==> config.mk <==
export PLATFORM = sky130hd
export DESIGN_NAME = glitchfree_oe_ctl
export DESIGN_NICKNAME = d
export VERILOG_FILES = /design/src/rtl/oe_ctl_pkg.sv /design/src/rtl/oe_sync.sv /design/src/rtl/oe_mode_fsm.sv /design/src/rtl/oe_out_gate.sv /design/src/rtl/glitchfree_oe_ctl.sv
export SDC_FILE = /design/constraint.sdc
export NUM_CORES = 1
export LEC_CHECK = 0
export ABC_CLOCK_PERIOD_IN_PS = 3700
export BUFFER_PORTS_ARGS = -buffer_cell sky130_fd_sc_hd__buf_2
export CAP_MARGIN = 25
export CORE_AREA = 3 3 40 42
export CTS_CLUSTER_SIZE = 10
export DETAILED_ROUTE_END_ITERATION = 12
export DIE_AREA = 0 0 43 45
export PLACE_DENSITY = 0.4
export SETUP_SLACK_MARGIN = 0.5
export SLEW_MARGIN = 20
export SYNTH_ARGS = -nofsm -noshare
export SYNTH_HDL_FRONTEND = slang
export SYNTH_HIERARCHICAL = 1
export SYNTH_SLANG_ARGS = --single-unit
==> constraint.sdc <==
create_clock -name osc_clk -period 3.7 [get_ports osc_clk]
set_input_delay 1.11 -clock osc_clk [delete_from_list [all_inputs] [get_ports osc_clk]]
set_output_delay 1.11 -clock osc_clk [all_outputs]
set_load 0.02 [all_outputs]
==> src/rtl/oe_ctl_pkg.sv <==
package oe_ctl_pkg;

    typedef enum logic {
        MODE_OE = 1'b0,
        MODE_PD = 1'b1
    } pm_mode_e;

    typedef enum logic [1:0] {
        ST_IDLE   = 2'd0,
        ST_ON     = 2'd1,
        ST_SLEEP  = 2'd2,
        ST_RELOCK = 2'd3
    } gate_state_e;

    typedef struct packed {
        logic off;
        logic sleep;
    } ctl_req_t;

    typedef struct packed {
        logic want_on;
        logic standby;
    } gate_ctl_t;

    localparam int unsigned DEF_SYNC_STAGES = 2;

    // Both modes disable on a low pin; only power-down mode also sleeps.
    function automatic ctl_req_t decode_pin(logic pin_level, pm_mode_e mode);
        ctl_req_t r;
        r.off   = !pin_level;
        r.sleep = !pin_level && (mode == MODE_PD);
        return r;
    endfunction

endpackage

==> src/rtl/oe_sync.sv <==
module oe_sync #(
    parameter int unsigned STAGES = 2
) (
    input  logic osc_clk,
    input  logic rst,
    input  logic d_in,
    output logic q_out
);
    localparam int unsigned LAST = STAGES - 1;

    logic [LAST:0] chain_q;

    generate
        for (genvar i = 0; i < STAGES; i++) begin : g_stage
            if (i == 0) begin : g_first
                always_ff @(posedge osc_clk) begin
                    if (rst) chain_q[0] <= 1'b0;
                    else     chain_q[0] <= d_in;
                end
            end else begin : g_next
                always_ff @(posedge osc_clk) begin
                    if (rst) chain_q[i] <= 1'b0;
                    else     chain_q[i] <= chain_q[i-1];
                end
            end
        end
    endgenerate

    assign q_out = chain_q[LAST];
endmodule

==> src/rtl/oe_mode_fsm.sv <==
module oe_mode_fsm
    import oe_ctl_pkg::*;
(
    input  logic      osc_clk,
    input  logic      rst,
    input  pm_mode_e  mode,
    input  ctl_req_t  req,
    input  logic      lock_ok,
    output gate_ctl_t ctl
);
    gate_state_e st_q, st_nx;

    always_ff @(posedge osc_clk) begin
        if (rst) st_q <= (mode == MODE_PD) ? ST_RELOCK : ST_IDLE;
        else     st_q <= st_nx;
    end

    always_comb begin
        st_nx = st_q;
        unique case (st_q)
            ST_IDLE: begin
                if (req.sleep)     st_nx = ST_SLEEP;
                else if (!req.off) st_nx = ST_ON;
            end
            ST_ON: begin
                if (req.sleep)    st_nx = ST_SLEEP;
                else if (req.off) st_nx = ST_IDLE;
            end
            ST_SLEEP: begin
                if (!req.off) st_nx = ST_RELOCK;
            end
            ST_RELOCK: begin
                // a fresh request beats a lock arriving in the same cycle
                if (req.off)      st_nx = req.sleep ? ST_SLEEP : ST_IDLE;
                else if (lock_ok) st_nx = ST_ON;
            end
            default: st_nx = ST_IDLE;
        endcase
    end

    always_comb begin
        ctl.want_on = (st_q == ST_ON);
        ctl.standby = (st_q == ST_SLEEP);
    end
endmodule

==> src/rtl/oe_out_gate.sv <==
module oe_out_gate (
    input  logic osc_clk,
    input  logic rst,
    input  logic kill,
    input  logic want_on,
    output logic clk_out,
    output logic drv_en,
    output logic pull_en
);
    logic gate_q;

    // Loaded on the falling edge, so the gate only opens while the clock is low.
    // The kill input clears it at once for the immediate-disable setting.
    always_ff @(negedge osc_clk or posedge kill) begin
        if (kill)     gate_q <= 1'b0;
        else if (rst) gate_q <= 1'b0;
        else          gate_q <= want_on;
    end

    assign clk_out = osc_clk & gate_q;
    assign drv_en  = gate_q;
    assign pull_en = !gate_q;
endmodule

==> src/rtl/glitchfree_oe_ctl.sv <==
module glitchfree_oe_ctl
    import oe_ctl_pkg::*;
#(
    parameter int unsigned SYNC_STAGES = DEF_SYNC_STAGES
) (
    input  logic osc_clk,
    input  logic rst,
    input  logic ctl_pin,
    input  logic mode_pd,
    input  logic timing_async,
    input  logic lock_ok,
    output logic clk_out,
    output logic drv_en,
    output logic pull_en,
    output logic standby_req
);
    pm_mode_e  mode;
    logic      pin_s;
    ctl_req_t  req_s;
    ctl_req_t  req_raw;
    gate_ctl_t ctl;
    logic      kill;

    assign mode = pm_mode_e'(mode_pd);

    oe_sync #(.STAGES(SYNC_STAGES)) i_sync (
        .osc_clk (osc_clk),
        .rst     (rst),
        .d_in    (ctl_pin),
        .q_out   (pin_s)
    );

    assign req_s   = decode_pin(pin_s, mode);
    assign req_raw = decode_pin(ctl_pin, mode);
    assign kill    = timing_async && req_raw.off;

    oe_mode_fsm i_fsm (
        .osc_clk (osc_clk),
        .rst     (rst),
        .mode    (mode),
        .req     (req_s),
        .lock_ok (lock_ok),
        .ctl     (ctl)
    );

    oe_out_gate i_gate (
        .osc_clk (osc_clk),
        .rst     (rst),
        .kill    (kill),
        .want_on (ctl.want_on),
        .clk_out (clk_out),
        .drv_en  (drv_en),
        .pull_en (pull_en)
    );

    assign standby_req = ctl.standby;
endmodule

# Word-level counts from Yosys, hierarchy flattened
# Index checks and enable logic that the tools add are counted.
# word_totals
elab_cells	31
output_inout_bits	4
in_bits	6
reg_bits	5
# op_classes
n_mux	12
reduce_logical	7
eq_ne	7
n_bitwise	1
# ops
op	n
$mux W2	10
$ne A4 B3 Y1 const B	2
$pmux W2 S4	1
$eq A2 B2 Y1 const B	2
$ne A4 B4 Y1 const B	1
$reduce_and A4 Y1	1
$logic_not A1 Y1	3
$ne A3 B2 Y1 const B	1
$eq A2 B1 Y1 const B	1
$logic_and A1 B1 Y1	2
$logic_not A2 Y1	1
$and A1 B1 Y1	1
$mux W1	1

# Longest topological paths before layout
# Gate-level depths: netlist of run 1.
# logic_depth
ltp_word	6
depth_mapped	4
depth_no_buf	4

# By module
# The synthesis of run 1 kept the hierarchy.
# modules_own_cells
module	cells_each	seq_area_each_um2	n_inst	area_each_um2
oe_mode_fsm	16	60.1	1	146.4
oe_out_gate	5	25.0	1	52.6
oe_sync	4	40.0	1	52.6
glitchfree_oe_ctl	3	0.0	1	23.8

==> impl_results.md, run 1 <==
* Crit end category: output pin
* Crit start category: flop
* CP delay by family, top: flip-flops
* Synthesized net count at 34
* # Post-CTS Setup Buffers at 0
* Critical Path, Cell by Cell: and2_4 -> buf_6
* Status: finished with violations
* Seq. cell area at 125 um^2
* Largest net degree at the start of global routing at 8
* Final ANT Viol Nets at 0
* Worst slew margin at 86.1%
* Place WS at 0.0621 ns
* Final worst-path setup slack at -0.286 ns
* Final nets at 51
* Max-cap violations at 0
* Slowest cell on crit path: dfrtn_1
* Final Power at 0.218 mW
* Mapped Cells at 28
* R2R cell count at 2
* Distinct cells, synth at 17
* Setup TNS at -0.721 ns
* Clock Latency Late Sink at 0.37 ns
* Filler Cells Inserted at 152
* Layout cells sized above 1 at 50.0%
* Warnings, synthesis at 6
* Drt first pass iters at 2
* Final Slew Violations at 0
* Required time worst endpoint at 2.59 ns
* Clock-pin slew on the worst setup and hold paths at 0.04 ns
* Violated checks: negative setup slack
* CORE AREA at 1280 um^2
* Clk_skew at 0.0220 ns
* # hold bufs at CTS at 0
* Pwr Density at 542 nW/um^2
* CP arrival at 2.88 ns
* IO buf count at 9
* Worst-margin pin slew at 0.207 ns
* Vias at 244
* CTS tree: yes
* DP Wirelength at 404 um
* WHS Path Cells at 1
* Cell row count at 13
* Worst IR Drop VDD at 0.000212 V
* Unrepaired setup endpoints after global routing: yes
* Multi-input gate area at 138 um^2
* DRC at 0
* First-pass GRT wire length at 883 um
* Final hold viol count at 0
* GPL Wtd Cong at 0.642
* Die span in y at 45 um
* N_diodes at 0
* Crit Path Max Fanout at 3
* Number of global-route vias before repair at 284
* Iter 0 DRT Violations at 2
* Worst hold-check path type: flop to flop
* Die X-Extent at 43 um
* Total Routing Usage GR at 7.42%
* Final WL at 556 um
* Synthesized area at 275 um^2
* Syn avg cell area at 9.83 um^2
* WP depth at 2
* Initial core utilization at 21.4%
* Register area share after synthesis at 45.5%
* Synthesized flop and latch total at 5
* Total grt overflow at 0
* Layout area overhead at 46.4%
* DR vias/cell at 4.14
* Pleak at 0.188 nW
* Buffers and inverters on the worst path at 1
* Routed length per instance at 9.42 um
* Crit path largest cell delay at 0.41 ns
* Worst Setup Path Type: flop to output pin
* Setup violations, final at 4
* Full die area at 1940 um^2
* Num ports at 10
* Initial antenna violation count at 0
worst paths after layout:
path,startpoint,to,slack (ns)
max,i_gate/drv_en,clk_out,-0.29
min,i_sync/chain_q[0],i_sync/q_out,0.44
max reg2reg,i_fsm/st_q[0],i_gate/drv_en,0.93
min reg2reg,i_sync/chain_q[0],i_sync/q_out,0.44
max in group asynchronous,timing_async,i_gate/drv_en,1.17
min in group asynchronous,ctl_pin,i_gate/drv_en,2.35
metrics by stage:
stage | area [um^2] | instances | util, % | hold WS [ns]
2_1_floorplan | 278 | 28 | - | 0.414
3_3_place_gp | 342 | 52 | 26.6 | 0.428
3_5_place_dp | 342 | 52 | 26.6 | 0.434
4_1_cts | 403 | 59 | 31.4 | 0.444
5_1_grt | 403 | 59 | 31.4 | 0.461
6_report | 403 | 59 | 31.4 | 0.437
worst reg2reg max path, cell delays in order (launching register included):
cell	delay, ns
edfxtp_1	0.45
and2b_2	0.23
nor2b_4	0.12
placed cells by master, fill, tap and decap left out, drive strengths merged:
cell	instances
and2b	2
nand2	1
inv	4
and2	1
nor2b	6
edfxtp	2
o2bb2ai	1
dfrtn	1
clkbuf	7
a211oi	1
a21oi	1
nor2	3
dfxtp	2
a211o	1
a21o	1
o21ai	1
buf	9
cells in the mapped netlist, drive strengths merged:
cell type	n	area (um^2)
edfxtp	2	60.1
dfrtn	1	25.0
o2bb2ai	1	8.76
and2b	2	17.5
a211o	1	8.76
o21ai	1	5.00
nand2	1	3.75
inv	4	15.0
a211oi	1	7.51
and2	1	6.26
nor2	3	11.3
a21oi	1	5.00
dfxtp	2	40.0
a21o	1	8.76
nor2b	6	52.6
metal layers:
metal,global-route usage [%],share of wire (%),vias up
met5,0,0,-
met4,13.3,1.8,0
met3,4.78,7.9,2
met2,11.7,54,6
met1,3.87,36,112
li1,-,-,124
flip-flops by register name (all words and copies together) (netlist names):
name / cells
i_fsm/st_q: 2
i_sync/q_out: 1
i_sync/chain_q: 1
i_gate/drv_en: 1
logic make-up after synthesis:
family	count (synthesis)	share of synthesized area, %
simple gates	13	33.2
flops	5	45.5
compound gates	6	15.9
buf+inv	4	5.45
where the power goes:
part           switching [mW]  internal [mW]
registers             0.00526         0.0643
logic                  0.0160         0.0164
clock network          0.0347         0.0818
total                  0.0559          0.163
area by class of cell:
class / instances / share of cell area, %
multi-input combinational: 19 / 34.2
inverter: 4 / 3.73
tap: 15 / 4.66
sequential: 5 / 31.1
clock buffer: 8 / 14.9
timing repair buffer: 8 / 11.5
what timing repair did:
item	4_1_cts	5_1_grt
resized for setup	4	0
gates cloned	0	0
pin swaps	1	0
setup endpoints to repair	4	4
(Power assumes the default switching activity.)
==> inputs of run 2 (changes only) <==
--- a/config.mk
+++ b/config.mk
@@ -12,6 +12,7 @@
 export CTS_CLUSTER_SIZE = 10
 export DETAILED_ROUTE_END_ITERATION = 12
 export DIE_AREA = 0 0 43 45
+export MAX_ROUTING_LAYER = met4
 export PLACE_DENSITY = 0.4
 export SETUP_SLACK_MARGIN = 0.5
 export SLEW_MARGIN = 20
==> run 2 against run 1 <==
The run still ends with negative setup slack left. Largest power group unchanged. Non-clock buffer count unchanged. Cell count unchanged. Worst hold slack about the same. Flip-flop and latch count unchanged. Via count did not move. Register-to-register slack hardly changed. Count of clock-buffer cells in the layout unchanged.
==> impl_results.md, run 2 (synthesized netlist as in run 1, its figures left out) <==
* Violated checks: negative setup slack
* First-pass GRT wire length at 883 um
* Multi-input gate area at 138 um^2
* Setup violations, final at 4
* Final nets at 51
* Total grt overflow at 0
* Initial core utilization at 21.4%
* Initial antenna violation count at 0
* Layout cells sized above 1 at 50.0%
* Met3 Track Usage GR at 4.78%
* R2r setup slk at 0.93 ns
* Routed length per instance at 9.42 um
* Worst slew margin at 86.1%
* Die span in y at 45 um
* DR vias/cell at 4.14
* Max reg flops at 2
* Final worst-path setup slack at -0.286 ns
* # Post-CTS Setup Buffers at 0
* Final Power at 0.218 mW
* R2R cell count at 2
* Largest Register: i_fsm/st_q
* N_diodes at 0
* CORE AREA at 1280 um^2
* Full die area at 1940 um^2
* Clock-pin slew on the worst setup and hold paths at 0.04 ns
* Status: finished with violations
* Final ANT Viol Nets at 0
* Total Routing Usage GR at 7.65%
* Commonest non-fill, non-tap cells in the layout: buf_2, clkbuf_4, nor2b_1
* Crit end category: output pin
* Final Slew Violations at 0
* Num ports at 10
* CP startpoint: i_gate/drv_en
* Seq. cell area at 125 um^2
* Cell row count at 13
* Worst hold margin at 0.437 ns
* Iter 0 DRT Violations at 2
* Crit Path Max Fanout at 3
* Place WS at 0.0621 ns
* Layout area overhead at 46.4%
* Clock Latency Late Sink at 0.37 ns
* Utilization after layout at 31.4%
* Worst Setup Path Type: flop to output pin
* Beginning of the worst register-to-register path: i_fsm/st_q[0]
* Worst IR Drop VDD at 0.000212 V
* Worst setup endpoint: clk_out
* DRC at 0
* Drt first pass iters at 2
* CP arrival at 2.88 ns
* Reg2reg end: i_gate/drv_en
* Largest net degree at the start of global routing at 8
* Worst-margin pin slew at 0.207 ns
* Placed Instances at 52
* Pleak at 0.188 nW
* Crit start category: flop
* Met2 Usage GRT at 11.7%
* Die X-Extent at 43 um
* CTS tree: yes
* # hold bufs at CTS at 0
* Unrepaired setup endpoints after global routing: yes
* Clk_skew at 0.0220 ns
* GPL Wtd Cong at 0.647
* Pwr Density at 542 nW/um^2
* Vias at 244
* Post-Layout Cell Count at 59
* Most common cell after layout, fill and taps aside: buf_2
* DP Wirelength at 404 um
* Number of global-route vias before repair at 287
* Final hold viol count at 0
* Max-cap violations at 0
* Filler Cells Inserted at 152
* Layer with the highest usage: met4
* Worst hold-check path type: flop to flop
* Final WL at 556 um
* Required time worst endpoint at 2.59 ns
* IO buf count at 9
* GR Util met1 at 3.87%
==> run 2: cell counts in the layout (fill, tap and decap cells not counted) <==
Identical to the previous run, type by type.
==> run 2: how the worst min path moves through the flow <==
stage / start / to / slack, ns / cells after the start
final: i_sync/chain_q[0] / i_sync/q_out / 0.44 / 1
after detailed placement: i_sync/chain_q[0] / i_sync/q_out / 0.43 / 1
after global placement: i_sync/chain_q[0] / i_sync/q_out / 0.43 / 1
after CTS: i_sync/chain_q[0] / i_sync/q_out / 0.44 / 1
after floorplan: i_sync/chain_q[0] / i_sync/q_out / 0.41 / 1
after global routing: i_sync/chain_q[0] / i_sync/q_out / 0.46 / 1
==> run 2: layout make-up <==
cell class | count | area share (%)
multi-input combinational | 19 | 34.2
sequential | 5 | 31.1
clock buffer | 8 | 14.9
timing repair buffer | 8 | 11.5
tap | 15 | 4.66
inverter | 4 | 3.73
==> run 2: metal layers <==
| layer | vias to the layer above | wire, um |
|---|---|---|
| met1 | 112 | 200 |
| li1 | 124 | - |
| met4 | 0 | 10 |
| met3 | 2 | 44 |
| met5 | - | 0 |
| met2 | 6 | 301 |
==> run 2: through the flow <==
stage | setup TNS (ns) | area [um^2]
after floorplan | 0 | 278
after global placement | 0 | 342
after detailed placement | 0 | 342
after CTS | -0.734 | 403
after global routing | -0.873 | 403
final | -0.721 | 403
==> run 2: timing repair <==
action | 4_1_cts | 5_1_grt
endpoints found under the setup margin | 4 | 4
resized for setup | 4 | 0
pin swaps | 1 | 0
==> run 2: worst max-delay path, cell delays in order, from the launching register on <==
cell     delay [ns]
dfrtn_1        0.41
and2_4         0.14
buf_6          0.11
==> run 2: power by group <==
part	internal (mW)	switching [mW]	total, mW
combinational	0.0164	0.0160	0.0324
sequential	0.0643	0.00526	0.0696
clock	0.0818	0.0347	0.116
